==> src/rtl/bext_pkg.sv <==
package bext_pkg;

  localparam int REG_W = 5;
  localparam int IMM_W = 4;

  localparam logic [8:0] OPC_WIDE   = 9'b111100101;
  localparam logic [8:0] OPC_STREAM = 9'b111011111;

  typedef struct packed {
    logic [REG_W-1:0] rd;
    logic [REG_W-1:0] rn;
    logic [REG_W-1:0] rm;
    logic [IMM_W-1:0] imm;
    logic             quad;
    logic             op_ok;
    logic             shape_ok;
  } bext_dec_t;

endpackage

==> src/rtl/bext_decode.sv <==
module bext_decode
  import bext_pkg::*;
(
  input  logic        enc_sel,
  input  logic [31:0] insn,
  output bext_dec_t   dec,
  output logic        legal
);

  logic [8:0] want_top;

  always_comb begin
    want_top = enc_sel ? OPC_STREAM : OPC_WIDE;

    dec.rd   = {insn[22], insn[15:12]};
    dec.rn   = {insn[7],  insn[19:16]};
    dec.rm   = {insn[5],  insn[3:0]};
    dec.imm  = insn[11:8];
    dec.quad = insn[6];

    dec.op_ok = (insn[31:23] == want_top) && (insn[21:20] == 2'b11) && !insn[4];

    if (dec.quad) begin
      dec.shape_ok = !(dec.rd[0] | dec.rn[0] | dec.rm[0]);
    end else begin
      dec.shape_ok = !dec.imm[IMM_W-1];
    end

    legal = dec.op_ok && dec.shape_ok;
  end

endmodule

==> src/rtl/bext_funnel.sv <==
module bext_funnel #(
  parameter int LANE_W = 128,
  parameter int BYTE_W = 8
) (
  input  logic [LANE_W-1:0]              src_lo,
  input  logic [LANE_W-1:0]              src_hi,
  input  logic [$clog2(LANE_W/BYTE_W)-1:0] imm,
  input  logic                           quad,
  output logic [LANE_W-1:0]              res
);

  localparam int NB    = LANE_W / BYTE_W;
  localparam int HB    = NB / 2;
  localparam int SEL_W = $clog2(2 * NB);
  localparam int HALF  = LANE_W / 2;

  logic [2*LANE_W-1:0] cat;

  always_comb begin
    if (quad) begin
      cat = {src_hi, src_lo};
    end else begin
      cat = {{LANE_W{1'b0}}, src_hi[HALF-1:0], src_lo[HALF-1:0]};
    end
  end

  for (genvar k = 0; k < NB; k++) begin : g_lane
    logic [SEL_W-1:0]  idx;
    logic [BYTE_W-1:0] pick;
    always_comb begin
      idx  = SEL_W'(k) + SEL_W'(imm);
      pick = cat[idx*BYTE_W +: BYTE_W];
    end
    if (k >= HB) begin : g_upper
      assign res[k*BYTE_W +: BYTE_W] = quad ? pick : '0;
    end else begin : g_lower
      assign res[k*BYTE_W +: BYTE_W] = pick;
    end
  end

endmodule

==> src/rtl/bext_unit.sv <==
module bext_unit
  import bext_pkg::*;
#(
  parameter int LANE_W  = 128,
  parameter int BYTE_W  = 8,
  parameter bit REG_OUT = 1'b1
) (
  input  logic              clk,
  input  logic              rst_n,
  input  logic              in_valid,
  input  logic              enc_sel,
  input  logic [31:0]       insn,
  input  logic [LANE_W-1:0] src_a,
  input  logic [LANE_W-1:0] src_b,
  output logic [LANE_W-1:0] res,
  output logic [REG_W-1:0]  dst_idx,
  output logic              res_valid,
  output logic              res_undef
);

  localparam int OFF_W = $clog2(LANE_W / BYTE_W);
  localparam int HALF  = LANE_W / 2;

  bext_dec_t         dec;
  logic              legal;
  logic [LANE_W-1:0] win;

  logic [LANE_W-1:0] res_nxt;
  logic [REG_W-1:0]  dst_nxt;
  logic              val_nxt;
  logic              und_nxt;
  logic              quad_nxt;
  logic              quad_o;

  bext_decode u_dec (
    .enc_sel (enc_sel),
    .insn    (insn),
    .dec     (dec),
    .legal   (legal)
  );

  bext_funnel #(.LANE_W(LANE_W), .BYTE_W(BYTE_W)) u_fun (
    .src_lo (src_a),
    .src_hi (src_b),
    .imm    (OFF_W'(dec.imm)),
    .quad   (dec.quad),
    .res    (win)
  );

  always_comb begin
    val_nxt  = in_valid && legal;
    und_nxt  = in_valid && !legal;
    quad_nxt = val_nxt && dec.quad;
    res_nxt  = val_nxt ? win : '0;
    if (!val_nxt) begin
      dst_nxt = '0;
    end else if (dec.quad) begin
      dst_nxt = {1'b0, dec.rd[REG_W-1:1]};
    end else begin
      dst_nxt = dec.rd;
    end
  end

  if (REG_OUT) begin : g_reg
    always_ff @(posedge clk or negedge rst_n) begin
      if (!rst_n) begin
        res       <= '0;
        dst_idx   <= '0;
        res_valid <= 1'b0;
        res_undef <= 1'b0;
        quad_o    <= 1'b0;
      end else begin
        res       <= res_nxt;
        dst_idx   <= dst_nxt;
        res_valid <= val_nxt;
        res_undef <= und_nxt;
        quad_o    <= quad_nxt;
      end
    end

    // out-of-range doubleword offset rejected one cycle later
    a_r3_dbl_offset: assert property (@(posedge clk) disable iff (!rst_n)
      (in_valid && !insn[6] && insn[11]) |=> res_undef);

    // odd register numbers in quadword mode rejected
    a_r4_odd_quad: assert property (@(posedge clk) disable iff (!rst_n)
      (in_valid && insn[6] && (insn[12] || insn[16] || insn[0])) |=> res_undef);

    // an idle cycle leaves both flags low
    a_r9_idle: assert property (@(posedge clk) disable iff (!rst_n)
      !in_valid |=> (!res_valid && !res_undef));

    // zero offset in quadword mode passes the first source through
    a_r7_zero_off: assert property (@(posedge clk) disable iff (!rst_n)
      (in_valid && insn[6] && insn[11:8] == 4'd0) |=> (!res_valid || res == $past(src_a)));
  end else begin : g_comb
    assign res       = res_nxt;
    assign dst_idx   = dst_nxt;
    assign res_valid = val_nxt;
    assign res_undef = und_nxt;
    assign quad_o    = quad_nxt;
  end

  // flags mutually exclusive
  a_r8_flags_excl: assert property (@(posedge clk) disable iff (!rst_n)
    !(res_valid && res_undef));

  // without a valid result, data and index are zero
  a_r8_zero_idle: assert property (@(posedge clk) disable iff (!rst_n)
    !res_valid |-> (res == '0 && dst_idx == '0));

  // doubleword result keeps the upper half clear
  a_r5_upper_clear: assert property (@(posedge clk) disable iff (!rst_n)
    (res_valid && !quad_o) |-> (res[LANE_W-1:HALF] == '0));

  // quadword index fits in four bits
  a_r1_quad_index: assert property (@(posedge clk) disable iff (!rst_n)
    (res_valid && quad_o) |-> !dst_idx[REG_W-1]);

endmodule

==> config.mk <==
export PLATFORM = sky130hd
export DESIGN_NAME = bext_unit
export DESIGN_NICKNAME = d
export VERILOG_FILES = /design/src/rtl/bext_pkg.sv /design/src/rtl/bext_decode.sv /design/src/rtl/bext_funnel.sv /design/src/rtl/bext_unit.sv
export SDC_FILE = /design/constraint.sdc
export NUM_CORES = 1
export LEC_CHECK = 0
export ABC_AREA = 1
export CORE_MARGIN = 3
export CORE_UTILIZATION = 30
export CTS_CLUSTER_SIZE = 25
export DETAILED_ROUTE_END_ITERATION = 8
export SYNTH_ARGS = -nofsm -noshare
export SYNTH_HDL_FRONTEND = slang
export SYNTH_HIERARCHICAL = 1
export SYNTH_SLANG_ARGS = --single-unit
==> constraint.sdc <==
create_clock -name clk -period 0.8 [get_ports clk]
set_input_delay 0.08 -clock clk [delete_from_list [all_inputs] [get_ports clk]]
set_output_delay 0.08 -clock clk [all_outputs]
set_load 0.02 [all_outputs]
# Word-level counts from Yosys, hierarchy flattened
# Cells that the tools add are included.
[totals]
regBits = 135
elab_cells = 62
inputBits = 292
[classes]
n_eq_ne = 2
n_reduce_logical = 9
bitwise_logic = 2
shifts = 16
muxes = 14
add_sub_neg = 15
[ops]
columns = ["op", "n"]
rows = [
  ["256-bit by 9-bit variable part select with 8-bit output", 15],
  ["256-bit two-way mux", 1],
  ["256-bit by 8-bit variable part select with 8-bit output", 1],
  ["128-bit two-way mux", 1],
  ["8-bit two-way mux", 8],
  ["4-bit by 4-bit adder with 5-bit output, first input constant", 8],
  ["3-bit by 4-bit adder with 5-bit output, first input constant", 4],
  ["2-bit by 4-bit adder with 5-bit output, first input constant", 2],
  ["5-bit two-way mux", 2],
  ["9-bit equality test", 1],
  ["6-bit two-way mux", 1],
  ["1-bit by 4-bit adder with 5-bit output, first input constant", 1],
  ["1-bit logical AND", 5],
  ["1-bit zero test", 4],
  ["2-bit equality test, second input constant", 1],
  ["1-bit bitwise OR", 2],
  ["1-bit two-way mux", 1],
]

# Longest topological paths before layout
# Gate-level depths: netlist of the first run.
[logic_depth]
ltp_word = 7
mapped_depth = 14
ltp_nobuf = 11

# Cells and area by module
# The synthesis of the first run kept the hierarchy.
[by_module_without_submodules]
columns = ["module", "n_inst", "area_each_um2", "cells_per_inst"]
rows = [
  ["bext_funnel", 1, 10173.5, 2157],
  ["bext_unit", 1, 4600.7, 431],
  ["bext_decode", 1, 266.5, 48],
]

# Worst setup path after synthesis of the first run
# OpenSTA, ideal clock, no wires.
[synth_timing]
path_type = "input port to flip-flop"
start = "in insn[6]"
end = "reg res[103]"
path_slack_ns = -0.563
path_stages = 12
setup_ns = 0.115
path_buffers = 4
t_arrival_ns = 1.248
path_cell_list = "buf_4 > buf_6 > buf_6 > buf_4 > nand3_1 > nand2_1 > o21ai_0 > nand2_1 > a21oi_1 > nor2_1 > inv_1 > nor2_1"
[synth_via]
elab_chain_len = 4
elab_cells_between_ends = 7
classes_between = "shift (1); mux (4); reduce/logical (2)"
[synth_rtl]
columns = ["item", "line", "text"]
rows = [
  ["start: declaration", "bext_unit.sv:12", "input logic [31:0] insn,"],
  ["256-bit two-way mux", "bext_funnel.sv:20", "if (quad) begin"],
  ["256-bit by 9-bit variable part select with 8-bit output", "bext_funnel.sv:32", "pick = cat[idx*BYTE_W +: BYTE_W];"],
  ["8-bit two-way mux *", "bext_funnel.sv:35", "assign res[k*BYTE_W +: BYTE_W] = quad ? pick : '0;"],
  ["net win[103]", "bext_unit.sv:26", "logic [LANE_W-1:0] win;"],
  ["128-bit two-way mux *", "bext_unit.sv:54", "res_nxt = val_nxt ? win : '0;"],
  ["net res_nxt[103]", "bext_unit.sv:28", "logic [LANE_W-1:0] res_nxt;"],
  ["end signal: assignment", "bext_unit.sv:73", "res <= res_nxt;"],
  ["end: declaration", "bext_unit.sv:15", "output logic [LANE_W-1:0] res,"],
]
# The timed path passes the listed nets; every way through them passes the cells marked *.

# Final worst setup path of the first run
[layout_timing]
start = "in src_b[28]"
end = "reg res[92]"
[layout_via]
elab_chain_len = 4
[layout_rtl]
columns = ["item", "line", "text"]
rows = [
  ["start: declaration", "bext_unit.sv:14", "input logic [LANE_W-1:0] src_b,"],
  ["256-bit two-way mux", "bext_funnel.sv:20", ""],
  ["256-bit by 9-bit variable part select with 8-bit output", "bext_funnel.sv:32", ""],
  ["8-bit two-way mux", "bext_funnel.sv:35", ""],
  ["net win[92]", "bext_unit.sv:26", ""],
  ["128-bit two-way mux", "bext_unit.sv:54", ""],
  ["net res_nxt[92]", "bext_unit.sv:28", ""],
]
# The timed path passes the listed nets, and every way through them passes these cells.

==> out/summary.txt, run 1 <==
TritonCTS buffer count - 17
Row Count - 81
Final worst slack - -0.609 ns
Cells after Synth - 2624
Sw Ratio - 42.5%
Initial cell density of the core - 30.5%
Setup CP Type - in2reg
RD Place Congestion - 1.03
H-tree Lvls - 4
Vias in the first global route - 21100
Reg clk slew, reported paths - 0.07 ns
Final WL - 116 mm
Period utilization - 176%
Via count - 24100
Drt drc - 0
Gr ovfl total - 0
Leakage power - 15.4 nW
TritonCTS clock tree - yes
Status - finished with violations
Share of cells above drive strength 1 - 56.3%
CTS sink cnt - 135
Crit path DAT - 1.79 ns
Synth-to-Final Area Change - 125%
Unrepaired setup endpoints after global routing - true
TritonRoute pass-1 iters - 6
Post-synthesis average cell area - 5.70 µm²
Global route hottest layer - met2
Hold Vio Cnt, Final - 0
CORE AREA - 49100 µm²
Yosys warnings - 6
Minimum clock period after layout - 1.41 ns
First-pass GRT wire length - 145 mm
Post-layout instance area - 33700 µm²
Commonest non-fill, non-tap cells in the layout - 422 x nand3_1, 409 x nand3_2, 327 x buf_4
DR WL/cell - 28.3 µm
Pwr per Cell Area - 1010 nW/µm²
Critical Path Source - src_b[28]
Place WS - -1.65 ns
Fmax - 0.710 GHz
Placement Cell Area - 22700 µm²
Crit Path Max Fanout - 2
Worst hold path class - in2async
Syn nets - 2916
Commonest non-fill, non-tap cell in the layout - nand3_1
Slew margin rel. - 57.3%
Total power - 34.0 mW
Initial drt markers - 2637
Met3 usage - 6.48%
Antenna-violating nets left - 0
Ports - 427
Setup crit end kind - register
Die width - 229 µm
Critical Path RT - 1.18 ns
Internal - 19.5 mW
Final setup vio count - 269
Die Y - 229 µm
NumNets Final - 3694
Pin count of the biggest net entering global routing - 59
Met1 Use GR - 49.2%
Antenna violations before repair - 4
Hold_ws - 0.0932 ns
VDD IR-drop max - 0.00129 V
Final HPWL DP - 80.6 mm
Die area - 52600 µm²
Total track usage - 37.4%
Startpoint Class - input pin
Routed vias/inst - 5.90
Switching power - 14.5 mW
Combinational power share - 56.2%
Max_cap viols - 0
Met2 Resource Use GR - 56.3%
Violated checks - setup timing
Fillers - 4015
Syn Std Cell Area - 15000 µm²
Seq pwr share - 20.1%
Clock Tree Buf Depth - 2
Clk network pwr share - 23.7%
Final slew viol count - 0
Root Driver - clkbuf_16
Worst-Margin Slew - 0.641 ns
Core Util, Final - 68.8%
Port bufs - 410
## what timing repair did
action / in CTS / in global routing
setup buffers: 44 / 76
hold buffers: 1 / 1
pin swaps: 77 / 347
gates resized for setup: 617 / 1753
gates cloned: 14 / 45
setup endpoints to repair: 270 / 270
endpoints found under the hold margin: 135 / 1
## final timing paths
| check | end | slack [ns] | depth (start not counted) |
|---|---|---|---|
| worst max-delay path | res[92] | -0.61 | 11 |
| worst min-delay path | res[30] | 0.09 | 2 |
| max in group asynchronous | res[68] | 0.24 | 3 |
| min in group clk | res[56] | 0.14 | 6 |
## state kept, by name, summed over array words and instances, names as in the netlist
name,cells
dst_idx,5
res_undef,1
res_valid,1
res,128
## stage by stage
stage | cells | setup TNS (ns)
6_report | 4082 | -91.20
5_1_grt | 4082 | -99.15
4_1_cts | 3976 | -109.25
3_5_place_dp | 3891 | -163.87
3_3_place_gp | 3891 | -165.02
2_1_floorplan | 2624 | -60.05
## power by group through the flow
| stage | logic, mW | registers (mW) | clock network (mW) |
|---|---|---|---|
| after floorplan | 5.82 | 6.96 | 0 |
| after global placement | 12.3 | 6.96 | 0 |
| after detailed placement | 12.3 | 6.96 | 0 |
| after CTS | 13.8 | 6.83 | 8.23 |
| after global routing | 19.8 | 6.83 | 8.48 |
| final | 19.1 | 6.83 | 8.05 |
## worst max-delay path, cell delays in order
cell	delay (ns)
clkdlybuf4s15_1	0.46
buf_4	0.23
nand3_1	0.12
nand3_1	0.10
nand2_1	0.10
buf_4	0.16
o21ai_4	0.13
nand2_2	0.07
a21oi_2	0.17
inv_1	0.07
nor2_2	0.10
## routing by layer
| layer | vias to the layer above | wire (µm) |
|---|---|---|
| met5 | - | 0 |
| met4 | 0 | 11000 |
| met3 | 381 | 10100 |
| met2 | 1532 | 49800 |
| met1 | 11600 | 44700 |
| li1 | 10500 | - |
## layout make-up
type | instances | area (µm²) | share of cell area (%)
antenna | 3 | 7.51 | 0.0223
inverter | 163 | 699 | 2.07
tap | 664 | 831 | 2.46
multi-input combinational | 2081 | 16600 | 49.4
timing repair buffer | 1003 | 11600 | 34.3
timing repair inverter | 1 | 11.3 | 0.0334
sequential | 135 | 3390 | 10.0
clock inverter | 13 | 145 | 0.430
clock buffer | 19 | 443 | 1.31
Power figures use the tool's default switching activity.
==> run 2: changes to the inputs <==
--- a/config.mk
+++ b/config.mk
@@ -6,6 +6,7 @@
 export NUM_CORES = 1
 export LEC_CHECK = 0
 export ABC_AREA = 1
+export ABC_CLOCK_PERIOD_IN_PS = 1400
 export CORE_MARGIN = 3
 export CORE_UTILIZATION = 30
 export CTS_CLUSTER_SIZE = 25
==> constraint.sdc (replaced) <==
create_clock -name clk -period 1.4 [get_ports clk]
set_input_delay 0.14 -clock clk [delete_from_list [all_inputs] [get_ports clk]]
set_output_delay 0.14 -clock clk [all_outputs]
set_load 0.02 [all_outputs]
==> run 2 against run 1 <==
Against the previous run:
- the run still ends with setup timing left
- utilization is 18 points lower
- sequential share of layout area rose by 3.6 points
- wire length decreased by 14%
- clock-buffer cell count is 2 lower
- clock power shrank 40%
- worst hold slack improved by 0.031 ns
- sequential cell count unchanged
- final cell count decreased by 4.2%
- global-route usage down 1.6 points
- die area did not move
- sequential power decreased by 43%
- via count is 8.7% lower
- critical path type unchanged
- critical endpoint is now res[69]
- highest routed layer is now met5
==> out/summary.txt, run 2 (synthesis gave the netlist of run 1 again) <==
Status - finished with violations
Violated checks - setup timing
Die Y - 229 µm (unchanged)
First-pass GRT wire length - 140 mm (-3.7%)
Final worst slack - -0.0833 ns (+0.526 ns)
Seq pwr share - 23.6% (+3.5 points)
H-tree Lvls - 4 (unchanged)
Worst-Margin Slew - 0.562 ns (-0.0792 ns)
Setup crit end kind - register
Share of cells above drive strength 1 - 25.5% (-31 points)
Critical Path RT - 1.78 ns (+0.60 ns)
Routed vias/inst - 5.62 (-4.7%)
Top flop regs - res x128, dst_idx x5
CTS sink cnt - 135 (unchanged)
Period utilization - 106%
Combinational power share - 47.2% (-9.0 points)
Setup CP Type - in2reg
Antenna violations before repair - 4 (unchanged)
Pwr per Cell Area - 667 nW/µm² (-34%)
Internal - 9.92 mW (-49%)
Minimum clock period after layout - 1.48 ns
NumNets Final - 3523 (-4.6%)
TritonRoute pass-1 iters - 6 (unchanged)
Pin count of the biggest net entering global routing - 97 (+64%)
Reg clk slew, reported paths - 0.06 ns (about the same)
RD Place Congestion - 1.10 (+6.5%)
Final setup vio count - 13 (-95%)
Fmax - 0.674 GHz
Root Driver - clkbuf_16
Antenna-violating nets left - 0 (unchanged)
Sw Ratio - 40.0% (-2.6 points)
Startpoint Class - input pin
Post-layout instance area - 24800 µm² (-27%)
Commonest non-fill, non-tap cell in the layout - nand3_1
Max_cap viols - 0 (unchanged)
Initial cell density of the core - 30.5% (unchanged)
Synth-to-Final Area Change - 65.6%
TritonCTS buffer count - 17 (unchanged)
Final WL - 99.8 mm (-14%)
Place WS - -0.764 ns (+0.887 ns)
Max reg flops - 128 (unchanged)
Crit path DAT - 1.86 ns (+0.07 ns)
Hold Crit Depth - 3
Final slew viol count - 0 (unchanged)
Post-Layout Cell Count - 3912 (-4.2%)
Commonest non-fill, non-tap cells in the layout - 877 x nand3_1, 509 x nand2_1, 335 x buf_4
Hold Vio Cnt, Final - 0 (unchanged)
Vias in the first global route - 20400 (-3.2%)
Final HPWL DP - 79.2 mm (-1.7%)
CORE AREA - 49100 µm² (unchanged)
Ports - 427 (unchanged)
DR WL/cell - 25.5 µm (-10%)
Die area - 52600 µm² (unchanged)
Slew margin rel. - 62.5% (+5.3 points)
Clock Tree Buf Depth - 2 (unchanged)
Placed Instances - 3857 (-0.87%)
Total track usage - 35.9% (-1.6 points)
Setup TNS Final - -0.323 ns (+90.88 ns)
Row Count - 81 (unchanged)
Clk network pwr share - 29.2% (+5.5 points)
Unrepaired setup endpoints after global routing - true
Initial drt markers - 3006 (+14%)
VDD IR-drop max - 0.000768 V (-40%)
TritonCTS clock tree - yes
Worst hold path class - in2reg
Die width - 229 µm (unchanged)
Drt drc - 0 (unchanged)
Port bufs - 410 (unchanged)
Gr ovfl total - 0 (unchanged)
Via count - 22000 (-8.7%)
Switching power - 6.60 mW (-54%)
Placement Cell Area - 22200 µm² (-2.3%)
Largest Register - res
Leakage power - 12.4 nW (-19%)
Crit Path Max Fanout - 3 (+1)
[run 2: final timing paths]
kind | from | end | slack, ns
max in group asynchronous | rst_n | res[100] | 0.67
min in group asynchronous | rst_n | res[32] | 0.15
hold / removal | insn[6] | dst_idx[4] | 0.12
setup / recovery | src_b[29] | res[69] | -0.08
[run 2: final cells by class]
class	instances	area (µm²)
diodes	4	10.0
clock buffers	17	425
clock inverters	15	176
fillers	5091	24300
inverters	163	639
multi-input cells	2081	11000
flip-flops and latches	135	3390
well taps	664	831
repair buffers	833	8280
[run 2: timing repair]
item	in CTS	in global routing
endpoints found under the setup margin	209	126
gates cloned	6	9
endpoints found under the hold margin	135	0
setup buffers	0	6
pin swaps	19	62
hold buffers	1	0
resized for setup	298	321
[run 2: worst max-delay path, cell delays in order]
cell,delay [ns]
clkdlybuf4s50_1,0.57
nand2_1,0.11
nand3_1,0.13
nand3_2,0.13
nand3_2,0.12
nand3_1,0.13
a21oi_2,0.21
buf_4,0.17
inv_1,0.04
nor2_1,0.11
[run 2: metal layers]
layer  vias to the layer above  GRT usage, %  wire length (µm)  part of all wire, %
li1                      10100             -                 -                    -
met1                     10400          46.8             41100                   41
met2                      1323          56.2             43000                   43
met3                       210          6.01              7970                  8.0
met4                         2          20.3              7680                  7.7
met5                         -             0                13                0.013
[run 2: through the flow]
stage | power, mW | util (%) | hold slack [ns]
3_3_place_gp | 10.8 | 45.3 | 0.0670
5_1_grt | 17.2 | 50.5 | 0.128
2_1_floorplan | 7.12 | - | -0.156
3_5_place_dp | 10.8 | 45.3 | 0.0634
6_report | 16.5 | 50.5 | 0.125
4_1_cts | 15.9 | 47.4 | 0.0760
[run 2: power by group through the flow]
stage | sequential [mW] | combinational (mW) | clock, mW
final | 3.90 | 7.80 | 4.82
after global routing | 3.90 | 8.23 | 5.09
after CTS | 3.90 | 7.08 | 4.93
after detailed placement | 3.98 | 6.83 | 0
after global placement | 3.98 | 6.84 | 0
after floorplan | 3.98 | 3.14 | 0
